<file path="config.mk">
export PLATFORM = sky130hd
export DESIGN_NAME = crc32_byte_engine
export DESIGN_NICKNAME = d
export VERILOG_FILES = /design/src/rtl/crc32_pkg.sv /design/src/rtl/crc32_bit_mirror.sv /design/src/rtl/crc32_byte_step.sv /design/src/rtl/crc32_finalize.sv /design/src/rtl/crc32_byte_engine.sv
export SDC_FILE = /design/constraint.sdc
export NUM_CORES = 1
export LEC_CHECK = 0
export ABC_AREA = 1
export BUFFER_PORTS_ARGS = -buffer_cell sky130_fd_sc_hd__buf_2
export CAP_MARGIN = 20
export CELL_PAD_IN_SITES_DETAIL_PLACEMENT = 0
export CELL_PAD_IN_SITES_GLOBAL_PLACEMENT = 1
export CORE_MARGIN = 2
export CORE_UTILIZATION = 30
export CTS_BUF_LIST = sky130_fd_sc_hd__clkbuf_8
export CTS_CLUSTER_SIZE = 16
export DETAILED_ROUTE_END_ITERATION = 10
export PLACE_DENSITY = 0.7
export SETUP_SLACK_MARGIN = 0.2
export SLEW_MARGIN = 25
export SYNTH_ARGS = -nofsm -noshare
export SYNTH_HDL_FRONTEND = slang
export SYNTH_SLANG_ARGS = --single-unit
</file>
<file path="constraint.sdc">
create_clock -name clk -period 3 [get_ports clk]
set_input_delay 0.15 -clock clk [delete_from_list [all_inputs] [get_ports clk]]
set_output_delay 0.15 -clock clk [all_outputs]
set_load 0.01 [all_outputs]
</file>
<file path="src/rtl/crc32_pkg.sv">
// Shared definitions for the byte-serial CRC-32 engine.
// Assumes a non-reflected, MSB-first register as the common datapath form.
package crc32_pkg;

    // Message convention selected on the start pulse
    typedef enum logic {
        CRC_MODE_RAW = 1'b0,
        CRC_MODE_STD = 1'b1
    } crc_mode_e;

    localparam int unsigned CRC_DEFAULT_W    = 32;
    localparam int unsigned CRC_DEFAULT_DW   = 8;
    localparam logic [31:0] CRC_DEFAULT_POLY = 32'h04C11DB7;

endpackage

</file>
<file path="src/rtl/crc32_bit_mirror.sv">
// Reverses the bit order of a word: output bit i takes input bit W-1-i.
// Pure wiring, no logic; used for input byte and output word reflection.
module crc32_bit_mirror #(
    parameter int unsigned W = 8
) (
    input  logic [W-1:0] vec_i,
    output logic [W-1:0] vec_o
);

    // One wire per bit position, crossing the word end to end
    for (genvar b = 0; b < W; b++) begin : g_mirror
        assign vec_o[b] = vec_i[W-1-b];
    end

endmodule

</file>
<file path="src/rtl/crc32_byte_step.sv">
// Folds one DATA_W-bit symbol into a CRC_W-bit MSB-first register.
// The symbol is XORed into the top bits, then DATA_W shift/reduce stages
// follow, unrolled as a combinational chain. Assumes DATA_W <= CRC_W.
module crc32_byte_step #(
    parameter int unsigned CRC_W  = 32,
    parameter int unsigned DATA_W = 8,
    parameter logic [CRC_W-1:0] POLY = 32'h04C11DB7
) (
    input  logic [CRC_W-1:0]  crc_i,
    input  logic [DATA_W-1:0] sym_i,
    output logic [CRC_W-1:0]  crc_o
);

    localparam int unsigned PAD_W = CRC_W - DATA_W;

    logic [CRC_W-1:0] stage [DATA_W+1];

    // Merge the symbol into the most significant end of the register
    assign stage[0] = crc_i ^ {sym_i, {PAD_W{1'b0}}};

    // One left shift per symbol bit, reducing by the generator on carry-out
    for (genvar k = 0; k < DATA_W; k++) begin : g_shift
        assign stage[k+1] = stage[k][CRC_W-1]
                          ? ({stage[k][CRC_W-2:0], 1'b0} ^ POLY)
                          :  {stage[k][CRC_W-2:0], 1'b0};
    end

    assign crc_o = stage[DATA_W];

endmodule

</file>
<file path="src/rtl/crc32_finalize.sv">
// Turns the internal register into the published checksum.
// Raw mode passes the register through. Standard mode mirrors it and
// inverts it with XOR_OUT. Assumes the register is held MSB-first.
module crc32_finalize #(
    parameter int unsigned CRC_W = 32,
    parameter logic [CRC_W-1:0] XOR_OUT = '1
) (
    input  crc32_pkg::crc_mode_e mode_i,
    input  logic [CRC_W-1:0]     crc_i,
    output logic [CRC_W-1:0]     value_o
);
    import crc32_pkg::*;

    logic [CRC_W-1:0] crc_mirrored;

    crc32_bit_mirror #(.W(CRC_W)) i_out_mirror (
        .vec_i (crc_i),
        .vec_o (crc_mirrored)
    );

    // Select raw remainder or reflected, inverted checksum
    always_comb begin
        if (mode_i == CRC_MODE_STD) value_o = crc_mirrored ^ XOR_OUT;
        else                        value_o = crc_i;
    end

endmodule

</file>
<file path="src/rtl/crc32_byte_engine.sv">
// Byte-serial CRC engine with two conventions sharing one MSB-first datapath.
// Standard mode is realised by mirroring each input byte, presetting to
// PRESET_STD, and mirroring/inverting the output. Assumes start, finish and
// valid are single-cycle qualifiers sampled on the rising clock edge.
module crc32_byte_engine #(
    parameter int unsigned CRC_W  = crc32_pkg::CRC_DEFAULT_W,
    parameter int unsigned DATA_W = crc32_pkg::CRC_DEFAULT_DW,
    parameter logic [CRC_W-1:0] POLY       = crc32_pkg::CRC_DEFAULT_POLY,
    parameter logic [CRC_W-1:0] PRESET_STD = '1,
    parameter logic [CRC_W-1:0] XOR_OUT    = '1
) (
    input  logic              clk,
    input  logic              rst_n,
    input  logic              start_i,
    input  logic              mode_i,
    input  logic              data_valid_i,
    input  logic [DATA_W-1:0] data_i,
    input  logic              finish_i,
    output logic [CRC_W-1:0]  result_o,
    output logic              done_o
);
    import crc32_pkg::*;

    localparam logic [CRC_W-1:0] PRESET_RAW = '0;

    crc_mode_e         mode_q;
    logic [CRC_W-1:0]  crc_q;
    logic [CRC_W-1:0]  crc_stepped;
    logic [CRC_W-1:0]  crc_next;
    logic [CRC_W-1:0]  final_value;
    logic [DATA_W-1:0] data_mirrored;
    logic [DATA_W-1:0] data_oriented;

    crc32_bit_mirror #(.W(DATA_W)) i_in_mirror (
        .vec_i (data_i),
        .vec_o (data_mirrored)
    );

    // Standard mode consumes bit 0 first, so feed the mirrored byte
    always_comb begin
        if (mode_q == CRC_MODE_STD) data_oriented = data_mirrored;
        else                        data_oriented = data_i;
    end

    crc32_byte_step #(.CRC_W(CRC_W), .DATA_W(DATA_W), .POLY(POLY)) i_step (
        .crc_i (crc_q),
        .sym_i (data_oriented),
        .crc_o (crc_stepped)
    );

    // Absorb the byte only when it is marked valid
    always_comb begin
        crc_next = data_valid_i ? crc_stepped : crc_q;
    end

    crc32_finalize #(.CRC_W(CRC_W), .XOR_OUT(XOR_OUT)) i_final (
        .mode_i  (mode_q),
        .crc_i   (crc_next),
        .value_o (final_value)
    );

    // Register, mode latch, published result and done pulse
    always_ff @(posedge clk) begin
        if (!rst_n) begin
            crc_q    <= PRESET_RAW;
            mode_q   <= CRC_MODE_RAW;
            result_o <= '0;
            done_o   <= 1'b0;
        end else if (start_i) begin
            mode_q <= crc_mode_e'(mode_i);
            crc_q  <= mode_i ? PRESET_STD : PRESET_RAW;
            done_o <= 1'b0;
        end else begin
            crc_q  <= crc_next;
            done_o <= finish_i;
            if (finish_i) result_o <= final_value;
        end
    end

endmodule

</file>
Yosys cells after proc, flatten, opt, wreduce, memory -nomap -nowiden
Index checks and enable logic that the tools add are counted.
{"block": "op_classes", "n_shift": 0, "magnitude_cmp": 0, "multipliers": 0, "n_mux": 13, "n_reduce_logical": 2, "eq_ne": 0, "n_addsub": 0, "div": 0, "n_bitwise": 12}
{"op": "$mux W27", "count": 8}
{"op": "$mux W32", "count": 4}
{"op": "$not A14 Y14", "count": 8}
{"op": "$not A32 Y32", "count": 1}
{"op": "$xor A32 B32 Y32", "count": 1}
{"op": "$mux W8", "count": 1}
{"op": "$not A1 Y1", "count": 2}
{"op": "$reduce_and A2 Y1", "count": 1}
{"op": "$reduce_or A2 Y1", "count": 1}
{"block": "word_totals", "mem_bits_rw": 0, "register_bits": 66, "mem_bits_ro": 0, "n_memories": 0, "elab_cells": 31, "latchBits": 0, "input_bits": 14}

Logic depth before layout (Yosys ltp)
Gate-level depths: netlist of the first run.
{"block": "logic_depth", "word_depth": 21, "ltp_mapped": 17}

Modules after synthesis
A second synthesis of the first run with hierarchy kept.
{"block": "unflattened", "cells_unflattened": 826, "area_unflattened_um2": 5161.2}
{"module": "crc32_byte_engine", "cells_per_inst": 429, "n_inst": 1, "area_each_um2": 3025.4, "seq_area_each_um2": 1321.3}
{"module": "crc32_byte_step", "cells_per_inst": 221, "n_inst": 1, "area_each_um2": 1218.7, "seq_area_each_um2": 0.0}
{"module": "crc32_finalize", "cells_per_inst": 136, "n_inst": 1, "area_each_um2": 616.8, "seq_area_each_um2": 0.0}
{"module": "crc32_bit_mirror at i_final.i_out_mirror", "cells_per_inst": 32, "n_inst": 1, "area_each_um2": 240.2, "seq_area_each_um2": 0.0}
{"module": "crc32_bit_mirror at i_in_mirror", "cells_per_inst": 8, "n_inst": 1, "area_each_um2": 60.1, "seq_area_each_um2": 0.0}

Least setup slack after synthesis of the first run
Ideal clock, no wire load.
{"block": "synth_path", "path_kind": "reg2reg", "start": "register mode_q", "end": "register result_o[23]", "period_less_slack_ns": 1.699, "setup_slack_ns": 1.301, "path_buffers": 2, "arrival_ns": 1.566, "setup_time_ns": 0.132, "required_ns": 2.868, "stages_incl_launch_ff": 15, "path_cell_list": "dfxtp_1 buf_6 buf_8 nand2_4 nand3_1 nand2_4 nand2_1 nand2_2 nand2_2 a21oi_2 nand3_1 nand3_1 nand2_1 nand2_1 a21oi_1"}
{"block": "synth_between", "elab_chain_cells": 18, "elab_cells_between_ends": 19, "classes_between": "11 x mux; 8 x bitwise"}
{"element": "from (decl)", "line": "crc32_byte_engine.sv:26", "text": "crc_mode_e mode_q;"}
{"element": "from (signal assigned)", "line": "crc32_byte_engine.sv:70", "text": "mode_q <= crc_mode_e'(mode_i);"}
{"element": "$mux W8", "line": "crc32_byte_engine.sv:41", "text": "if (mode_q == CRC_MODE_STD) data_oriented = data_mirrored;"}
{"element": "$xor A32 B32 Y32", "line": "crc32_byte_step.sv:19", "text": "assign stage[0] = crc_i ^ {sym_i, {PAD_W{1'b0}}};"}
{"element": "$mux W27", "line": "crc32_byte_step.sv:24", "text": "? ({stage[k][CRC_W-2:0], 1'b0} ^ POLY)"}
{"element": "$not A14 Y14 (no line)"}
{"element": "$mux W27 (2 in a row)", "line": "crc32_byte_step.sv:24"}
{"element": "$not A14 Y14 (no line)"}
{"element": "$mux W27", "line": "crc32_byte_step.sv:24"}
{"element": "$not A14 Y14 (no line)"}
{"element": "$mux W27 (2 in a row)", "line": "crc32_byte_step.sv:24"}
{"element": "$not A14 Y14 (no line)"}
{"element": "$mux W27", "line": "crc32_byte_step.sv:24"}
{"element": "$not A14 Y14 (no line)"}
{"element": "$mux W27", "line": "crc32_byte_step.sv:24"}
{"element": "$mux W32", "line": "crc32_byte_engine.sv:53", "text": "crc_next = data_valid_i ? crc_stepped : crc_q;"}
{"element": "$not A32 Y32 (no line)"}
{"element": "$mux W32 *", "line": "crc32_finalize.sv:23", "text": "if (mode_i == CRC_MODE_STD) value_o = crc_mirrored ^ XOR_OUT;"}
{"element": "to (signal assigned)", "line": "crc32_byte_engine.sv:76", "text": "if (finish_i) result_o <= final_value;"}
{"element": "to (decl)", "line": "crc32_byte_engine.sv:19", "text": "output logic [CRC_W-1:0] result_o,"}
Mark *: on every way between the ends. The rest lies on a longest branch, timed or not.
A chain may end at the register's enable or synchronous reset.

Worst setup path in the final report of the first run
{"block": "layout_path", "start": "register mode_q", "end": "register result_o[20]"}
The elaborated chain is that of the path after synthesis.

==> metrics, run 1 <==
CTS root buf clkbuf_8; Yosys warnings 0; RSZ-0062 raised after global routing false; synth unique cells 31; CTS tree yes; r2r setup slk 0.64 ns; Ports 47; CTS sink cnt 66; WL per Instance 15.9 um; Clk pin slew, worst setup/hold paths 0.08 ns; Layout Area Growth over Synthesis 13.9%; Largest delay share family, worst path simple AND/OR/NAND/NOR gates; max incr delay on CP 0.50 ns; layout cells sized above 1 about 17%; die area 0.0161 sq mm; IO buf count 46; critical path buffer and inverter count 2; Die Ht 127 um; Seq/Total Area, Yosys 29.1%; placed cells roughly 950; synthesized cell area between 0.004 and 0.005 sq mm; # diodes 0; post-CTS setup buffer count 0; htree depth 3; Highest Clock Rate 423 MHz; Reg area around 0.0013 sq mm; final critical-path share of the clock period 78.8%; cell chain of the critical path buf_4, nand2_1, nand3_1, nand2_2, nand2_1, nand2_4, inv_4, nand3_2, nand2_1, nand2_1, nand3_1, nand2_1, nand2_1, a21oi_1; leading post-synthesis cells by cell area dfxtp_1 (29%), nand2_1 (25%), nand3_1 (11%); Initial Utilization 31.0%; vias in the first global route 4532; Core Region about 0.015 sq mm; first-pass GRT wire length 24900 um; CP max FO 33; Gates resized, CTS repair 0; Post-synth EDFFs 0; async set-reset flop share out of synthesis 0%; Synth Flop Type dfxtp_1; Seq cells post-synth 66; Arr. time, crit path around 2.6 ns; fin crit period 2.36 ns; Pwr Density 597 mW/mm^2; slowest CP cell dfxtp_2; DRT Wirelength 15400 um; DIE WIDTH 127 um; HPWL Detailed 11500 um; antenna violations before repair 0; fillers about 1600; DRT antenna net count 0; non-filler cells, final 970; standard-cell rows 44; Starting DRT DRC Count 380; Startpoint Class flop; syn_area_per_cell between 6 and 7 sq um; Mapped Cells approximately 750; Yosys top cell by area dfxtp_1; clock latency at the later pin of the worst-skew pair 0.37 ns; Mapped Nets 763; hold_buf cts 0; Slew Limit Fails 0; routed vias between 4000 and 5000; Max-slew headroom 43.9%; element type at the critical path end flop; DRC 0; overflow left after global routing 0; Total GRT Usage slightly below 20%; Hold WC Path Type in2reg; critical path type reg2reg; Pleak 0.00256 uW; Yosys top cell area share 29.1%; Longest Clk Path Bufs 2; pin count of the biggest net entering global routing 46; Final Skew 0.0123 ns; number of max-cap violations 0; outcome finished, final reports clean; endpoints failing setup 0; area of the multi-input gates 0.00282 sq mm; RePlAce Congestion 0.965; setup TNS 0 ns; Peak VDD IR 0.000278 V; Pre-antenna DRT Iters 5; Final Hold Fails 0; total clock buffers created by CTS 9; measured slew at the worst slew-check pin approximately 0.84 ns; Final nets 795; CP dominant cell by count nand2_1; via/cell ratio between 4 and 5; Critical Path RT 3.22 ns
-- cell usage in the layout, fill, tap and decap left out --
master | synthesis | routed
buf_2 | 8 | 46
o211ai_1 | 6 | 6
nand2_4 | 5 | 5
or2_2 | 4 | 4
xnor2_1 | 2 | 2
dfxtp_2 | 0 | 1
buf_4 | 0 | 11
or2_1 | 1 | 1
o21ai_0 | 11 | 11
o21ai_1 | 2 | 2
inv_6 | 1 | 2
nand2_2 | 34 | 34
nand3_2 | 10 | 10
or2_0 | 1 | 1
bufinv_16 | 0 | 4
xor2_2 | 1 | 1
dfxtp_1 | 66 | 65
nand3_1 | 97 | 97
o211ai_2 | 1 | 1
inv_4 | 1 | 1
o21bai_1 | 2 | 2
clkinvlp_4 | 0 | 1
nor2_1 | 11 | 11
o21ai_2 | 2 | 2
nand3b_1 | 4 | 4
inv_1 | 53 | 52
a21oi_2 | 3 | 3
clkbuf_8 | 0 | 10
nand2_1 | 308 | 308
xor2_1 | 13 | 13
a21oi_1 | 71 | 71
inv_2 | 0 | 1
nand4_1 | 3 | 3
-- state kept, by name, indices dropped and copies added (netlist names) --
name	cells
result_o	32
done_o	1
crc_q	32
mode_q	1
-- final timing paths --
path,cells after the start,to,from
min reg2reg,2,result_o[31]$_SDFFE_PN0P_,result_o[31]$_SDFFE_PN0P_
max,14,result_o[20]$_SDFFE_PN0P_,mode_q$_SDFFE_PN0P_
max reg2reg,14,result_o[20]$_SDFFE_PN0P_,mode_q$_SDFFE_PN0P_
min,3,crc_q[22]$_SDFF_PN0_,start_i
-- cells by family (layout without fill, tap and decap cells) --
family	after synthesis	in the layout	share of synthesized area [%]
flops	66	66	29.1
buf+inv	91	128	8.81
compound gates	98	98	11.8
xor+xnor	16	16	3.25
simple gates	478	478	47.1
-- through the flow --
| step | instance area (sq um) | power [uW] | utilization, % | setup WS (ns) | hold WS (ns) |
|---|---|---|---|---|---|
| 6_report | 5180 | 3090 | 35.3 | 0.637 | 0.111 |
| 5_1_grt | 5180 | 3280 | 35.3 | 0.386 | 0.118 |
| 4_1_cts | 5180 | 3110 | 35.3 | 0.639 | 0.0952 |
| 3_5_place_dp | 4900 | 2060 | 33.5 | 0.647 | 0.455 |
| 3_3_place_gp | 4900 | 2070 | 33.5 | 0.666 | 0.451 |
| 2_1_floorplan | 4540 | 1760 | - | 1.30 | 0.328 |
-- per-layer routing --
layer / track usage [%] / vias to the layer above / part of all wire, %
li1: - / 2457 / -
met1: 26.8 / 2212 / 47
met2: 31.8 / 125 / 47
met3: 3.48 / 16 / 4.7
met4: 6.79 / 0 / 1.6
met5: 0 / - / 0
-- cell usage after synthesis (2+ instances only) --
cell type	n
a21oi_1	71
a21oi_2	3
buf_1	2
buf_2	8
buf_6	4
clkbuf_1	21
dfxtp_1	66
inv_1	53
nand2_1	308
nand2_2	34
nand2_4	5
nand3_1	97
nand3_2	10
nand3b_1	4
nand4_1	3
nor2_1	11
o211ai_1	6
o21ai_0	11
o21ai_1	2
o21ai_2	2
o21bai_1	2
or2_2	4
xnor2_1	2
xor2_1	13
-- tightest hold or removal path: stages --
cell and delay (ns):
buf_2 0.12, or2_2 0.11, a21oi_1 0.05
-- cell type report --
type,instances,share of cell area [%]
multi-input combinational,592,54.5
sequential,66,25.5
timing repair buffer,57,6.04
tap,184,4.45
inverter,55,4.13
clock buffer,10,2.66
clock inverter,6,2.63
-- power by group --
| group | switching, uW | internal (uW) | leakage, uW |
|---|---|---|---|
| sequential | 52.9 | 947 | 0.000544 |
| combinational | 714 | 327 | 0.00188 |
| clock | 389 | 662 | 0.000133 |
| total | 1160 | 1940 | 0.00256 |
Note: power is estimated with default switching activity, not from simulation.
==> run 2, diff against run 1 <==
- ABC_AREA: 1 -> 0
- PLACE_DENSITY: 0.7 -> 0.68
- clock period: 3 -> 1.9 ns (I/O delays scaled with it)
==> run 2 against run 1 <==
Net effect: the flow now finishes with violations (setup timing); area after synthesis decreased by 14%; critical path depth decreased by 6; wire length decreased by 23%; setup slack got worse by 1.0 ns; clock skew decreased by 0.0072 ns; first-iteration DRC count decreased by 42%; via count decreased by 29%; count of clock-buffer cells in the layout increased by 1; sequential share of layout area decreased by 2.7 points.
==> metrics, run 2 <==
outcome finished with violations; failing checks setup timing; Layout Area Growth over Synthesis 48.0%; DRC 0; cell chain of the critical path buf_12, mux2i_4, xnor2_4, xnor3_2, xor2_2, a211oi_2, a21oi_1, a21oi_1; WL per Instance ~17 um; fin crit period 2.29 ns; pin count of the biggest net entering global routing 52; routed vias around 3400; Mapped Nets 434; die area 0.0140 sq mm; final critical-path share of the clock period 120%; RePlAce Congestion 0.834; Starting DRT DRC Count roughly 220; Core Region 0.0127 sq mm; most frequent cells in the layout dfxtp_1 (64), buf_2 (46), buf_4 (37); Reg area ~0.0013 sq mm; Yosys top cell area share 33.6%; post-synthesis simple-gate area fraction 9.30%; layout cells sized above 1 between 40% and 50%; final instance area 0.00582 sq mm; main combinational cell family by area after synthesis XOR/XNOR gates; most common cell after layout, fill and taps aside dfxtp_1; DRT Wirelength 11800 um; critical path buffer and inverter count 1; CTS tree yes; Post-synth EDFFs 0; CP dominant cell by count a21oi_1; Setup WS post-layout -0.388 ns; total clock buffers created by CTS 9; first-pass GRT wire length approximately 18000 um; post-synthesis compound-gate area fraction 21.1%; Final nets 536; Hold WC Path Type in2reg; multiplexer share of the synthesized area under 10%; Peak VDD IR 0.000570 V; Ports 47; setup TNS -14.50 ns; via/cell ratio 4.87; Final Util 45.7%; Yosys warnings 0; Placement Setup Slack -0.440 ns; synth unique cells between 40 and 50; Die Ht between 100 and 150 um; Mapped Cells 420; slowest CP cell xnor3_2; number of max-cap violations 0; vias in the first global route 3373; Arr. time, crit path 2.53 ns; Max-slew headroom 68.4%; clock latency at the later pin of the worst-skew pair 0.35 ns; Highest Clock Rate 437 MHz; syn_area_per_cell 9.36 sq um; Yosys top cell by area dfxtp_1; Tot Pwr approximately 6600 uW; # diodes 0; Final Hold Fails 0; measured slew at the worst slew-check pin 0.473 ns; DP Area 0.00484 sq mm; top cells by count, synth dfxtp_1 (66), nor2_1 (40), a21oi_1 (36), xnor2_1 (34), o21ai_0 (31); Final Skew 0.00508 ns; Seq cells post-synth 66; Synth Flop Type dfxtp_1; CTS root buf clkbuf_8; max incr delay on CP 0.59 ns; htree depth 3; standard-cell rows 41; fillers 1248; Pwr Density between 1000 and 1500 mW/mm^2; Critical Path RT 2.14 ns; DRT antenna net count 0; Total GRT Usage 16.8%; Pleak approximately 0.0025 uW; adder-cell share of the synthesized area 0%; overflow left after global routing 0; Startpoint Class flop; largest registers crc_q x32, result_o x32; async set-reset flop share out of synthesis 0%; Pre-antenna DRT Iters 4; critical path type reg2reg; CP max FO 5; Clk pin slew, worst setup/hold paths 0.07 ns; IO buf count 46; area of the multi-input gates 0.00300 sq mm; DIE WIDTH 118 um; Initial Utilization 30.9%; synthesized cell area 0.00393 sq mm; leading post-synthesis cells by cell area dfxtp_1 (34%), xnor2_1 (7.6%), mux2i_1 (5.6%); Largest delay share family, worst path XOR/XNOR gates; Post-Synth XOR/XNOR Area 23.9%; antenna violations before repair 0; RSZ-0062 raised after global routing true; CTS sink cnt 66; Longest Clk Path Bufs 2; Seq/Total Area, Yosys 33.6%; endpoints failing setup 61; Slew Limit Fails 0; HPWL Detailed 7910 um; most common cell in the netlist dfxtp_1; element type at the critical path end flop
==> run 2: changes by cell type after synthesis, moves of 10 or more <==
cell,change
nand2_1,-288
nand3_1,-86
inv_1,-48
a21oi_1,-35
nand2_2,-34
xnor2_1,+32
nor2_1,+29
mux2i_1,+22
o21ai_0,+20
o21a_1,+17
nand3_2,-10
==> run 2: per-layer routing <==
layer,vias to the layer above,track usage (%),part of all wire [%]
met3,17,3.62,3.2
met1,1664,20.9,44
met5,-,0,0
met4,0,5.21,1.4
met2,57,29.0,52
li1,1669,-,-
==> run 2: layout make-up <==
cell class | instances | share of cell area, %
Timing Repair Buffer | 124 | 18.2
Clock inverter | 5 | 0.796
Sequential cell | 66 | 22.8
Inverter | 6 | 0.430
Clock buffer | 11 | 2.60
Multi-Input combinational cell | 315 | 51.5
Tap cell | 172 | 3.70
==> run 2: path summary, 6_finish.rpt <==
path,start,to,slack [ns],cells after the start
hold reg to reg,result_o[30]$_SDFFE_PN0P_,result_o[30]$_SDFFE_PN0P_,0.45,2
setup reg to reg,mode_q$_SDFFE_PN0P_,result_o[6]$_SDFFE_PN0P_,-0.39,8
setup / recovery,mode_q$_SDFFE_PN0P_,result_o[6]$_SDFFE_PN0P_,-0.39,8
hold / removal,rst_n,crc_q[31]$_SDFF_PN0_,0.1,2
==> run 2: cells by family (layout without fill, tap and decap cells) <==
family,Yosys count,in the layout
and+or+nand+nor,85,85
DFF,66,66
muxes,27,27
AOI/OAI and AO/OA,132,132
xor gates and xnor gates,71,71
buffers and inverters,39,146
==> run 2: power by group <==
part,switching [uW],internal [uW]
sequential,140,1550
clock,534,662
combinational,1670,2060
==> run 2: per-stage QoR <==
stage,instances,hold slack (ns)
after global placement,657,0.441
after floorplan,420,0.374
after detailed placement,657,0.449
after CTS,688,0.0743
final,699,0.0967
after global routing,699,0.103
==> run 2: repair_timing <==
action / 4_1_cts / 5_1_grt
hold buffers: 0 / 0
endpoints found under the hold margin: 0 / 0
resized for setup: 63 / 36
pin swaps: 38 / 32
endpoints found under the setup margin: 64 / 64
setup buffers: 15 / 11
==> run 3, diff against run 2 <==
- REMOVE_ABC_BUFFERS: default -> 1
==> run 3 against run 2 <==
Net effect: the run still ends with setup timing left; clock power is essentially flat; final cell count grew 1.6%; clock skew grew 0.0019 ns; setup slack lost 0.0038 ns; sequential power is essentially flat; total power shrank 3.0%; sequential cell count is the same; combinational power shrank 5%; count of clock-buffer cells in the layout shrank 2; sequential share of layout area grew 0.42 points; non-clock buffer count grew 11; hold slack gained 0.12 ns.
==> metrics, run 3 (synthesized netlist as in run 2, its figures left out) <==
Die Ht 118 um; most common cell after layout, fill and taps aside dfxtp_1; Final nets approximately 550; Layout Area Growth over Synthesis 45.3%; Highest Clock Rate 436 MHz; die area 0.0140 sq mm; Final Util ~45%; # diodes 0; max incr delay on CP ~0.52 ns; Peak VDD IR 0.000467 V; setup TNS -15.50 ns; CP max FO 6; htree depth 3; first-pass GRT wire length 18800 um; Pwr Density 1120 mW/mm^2; RR Startpoint mode_q$_SDFFE_PN0P_; layout cells sized above 1 between 40 and 50%; Arr. time, crit path around 2.5 ns; largest registers crc_q x32, result_o x32; endpoints failing setup 63; outcome finished with violations; CTS sink cnt 66; Hold WC Path Type in2reg; CP dominant cell by count buf_4; cell chain of the critical path buf_12, mux2i_1, buf_4, xnor2_4, xnor3_2, xor2_2, a21oi_2, buf_4, o221ai_2; pin count of the biggest net entering global routing 27; CTS tree yes; CTS root buf clkbuf_8; DRC 0; critical path type reg2reg; Startpoint Class flop; Ports 47; antenna violations before repair 0; Clk pin slew, worst setup/hold paths approximately 0.080 ns; Starting DRT DRC Count 201; Core Region roughly 0.013 sq mm; Max-slew headroom 59.5%; fin crit period between 2 and 2.5 ns; element type at the critical path end flop; Pre-antenna DRT Iters 4; Pleak between 0.002 and 0.003 uW; WL per Instance around 17 um; failing checks setup timing; number of max-cap violations 0; overflow left after global routing 0; origin of the worst setup path mode_q$_SDFFE_PN0P_; vias in the first global route 3439; Longest Clk Path Bufs 2; Final Hold Fails 0; IO buf count 46; DRT Wirelength 11900 um; Initial Utilization between 30% and 40%; Total GRT Usage 17.4%; Critical Path RT 2.15 ns; clock latency at the later pin of the worst-skew pair 0.37 ns; most frequent cells in the layout dfxtp_1 (64), buf_4 (59), buf_2 (46); Slew Limit Fails 0; RSZ-0062 raised after global routing true; HPWL Detailed 8090 um; routed vias 3464; standard-cell rows 41; Min Hold Slack 0.215 ns; via/cell ratio 4.88; slowest CP cell xnor3_2; DRT antenna net count 0; RePlAce Congestion 0.916; measured slew at the worst slew-check pin 0.607 ns; Final Skew 0.00701 ns; Setup WS post-layout -0.392 ns; total clock buffers created by CTS 9; final critical-path share of the clock period 121%; hold_sp start_i; DIE WIDTH 118 um
## run 3: repair_timing
item | CTS | global route
gates resized for setup | 73 | 49
hold buffers | 0 | 0
pin swaps | 64 | 40
buffers inserted | 13 | 17
endpoints found under the setup margin | 64 | 64
cloned | 0 | 0
## run 3: final cells by class
class                   instances  area (sq um)
multi-input cells             315          2910
well taps                     172           215
flip-flops and latches         66          1330
clock inverters                 7          61.3
repair buffers                135          1040
inverters                       6          25.0
clock buffers                   9           124
fillers                      1266          7010
## run 3: stage by stage
step	area, sq um	total power, uW	instances	worst slack (ns)
floorplan	3790	3400	387	-1.47
global placement	4690	4200	664	-0.380
detailed placement	4690	4220	664	-0.423
CTS	5340	5920	693	-0.333
global route	5710	6770	710	-0.482
finish	5710	6420	710	-0.392
## run 3: final timing paths
kind | endpoint | slack, ns | cells after the start
hold / removal | crc_q[23]$_SDFF_PN0_ | 0.22 | 3
setup / recovery | result_o[7]$_SDFFE_PN0P_ | -0.39 | 9
setup reg to reg | result_o[7]$_SDFFE_PN0P_ | -0.39 | 9
hold reg to reg | result_o[9]$_SDFFE_PN0P_ | 0.46 | 2
## run 3: power breakdown
part	internal (uW)	switching, uW
registers	1550	134
clock network	591	576
logic	1950	1620
total	4090	2330
## run 3: worst max-delay path, delay by kind of cell, from the launching register on
family,cells,cell delay (ns)
flip-flops,1,0.37
XOR/XNOR,3,0.96
multiplexers,1,0.11
buffers and inverters,3,0.45
AO/OA/AOI/OAI,2,0.29
## run 3: layer usage
metal | wire length, um | up-vias | track usage, %
li1 | - | 1694 | -
met1 | 5280 | 1665 | 22.9
met2 | 5800 | 88 | 28.4
met3 | 642 | 17 | 3.86
met4 | 204 | 0 | 5.58
met5 | 0 | - | 0
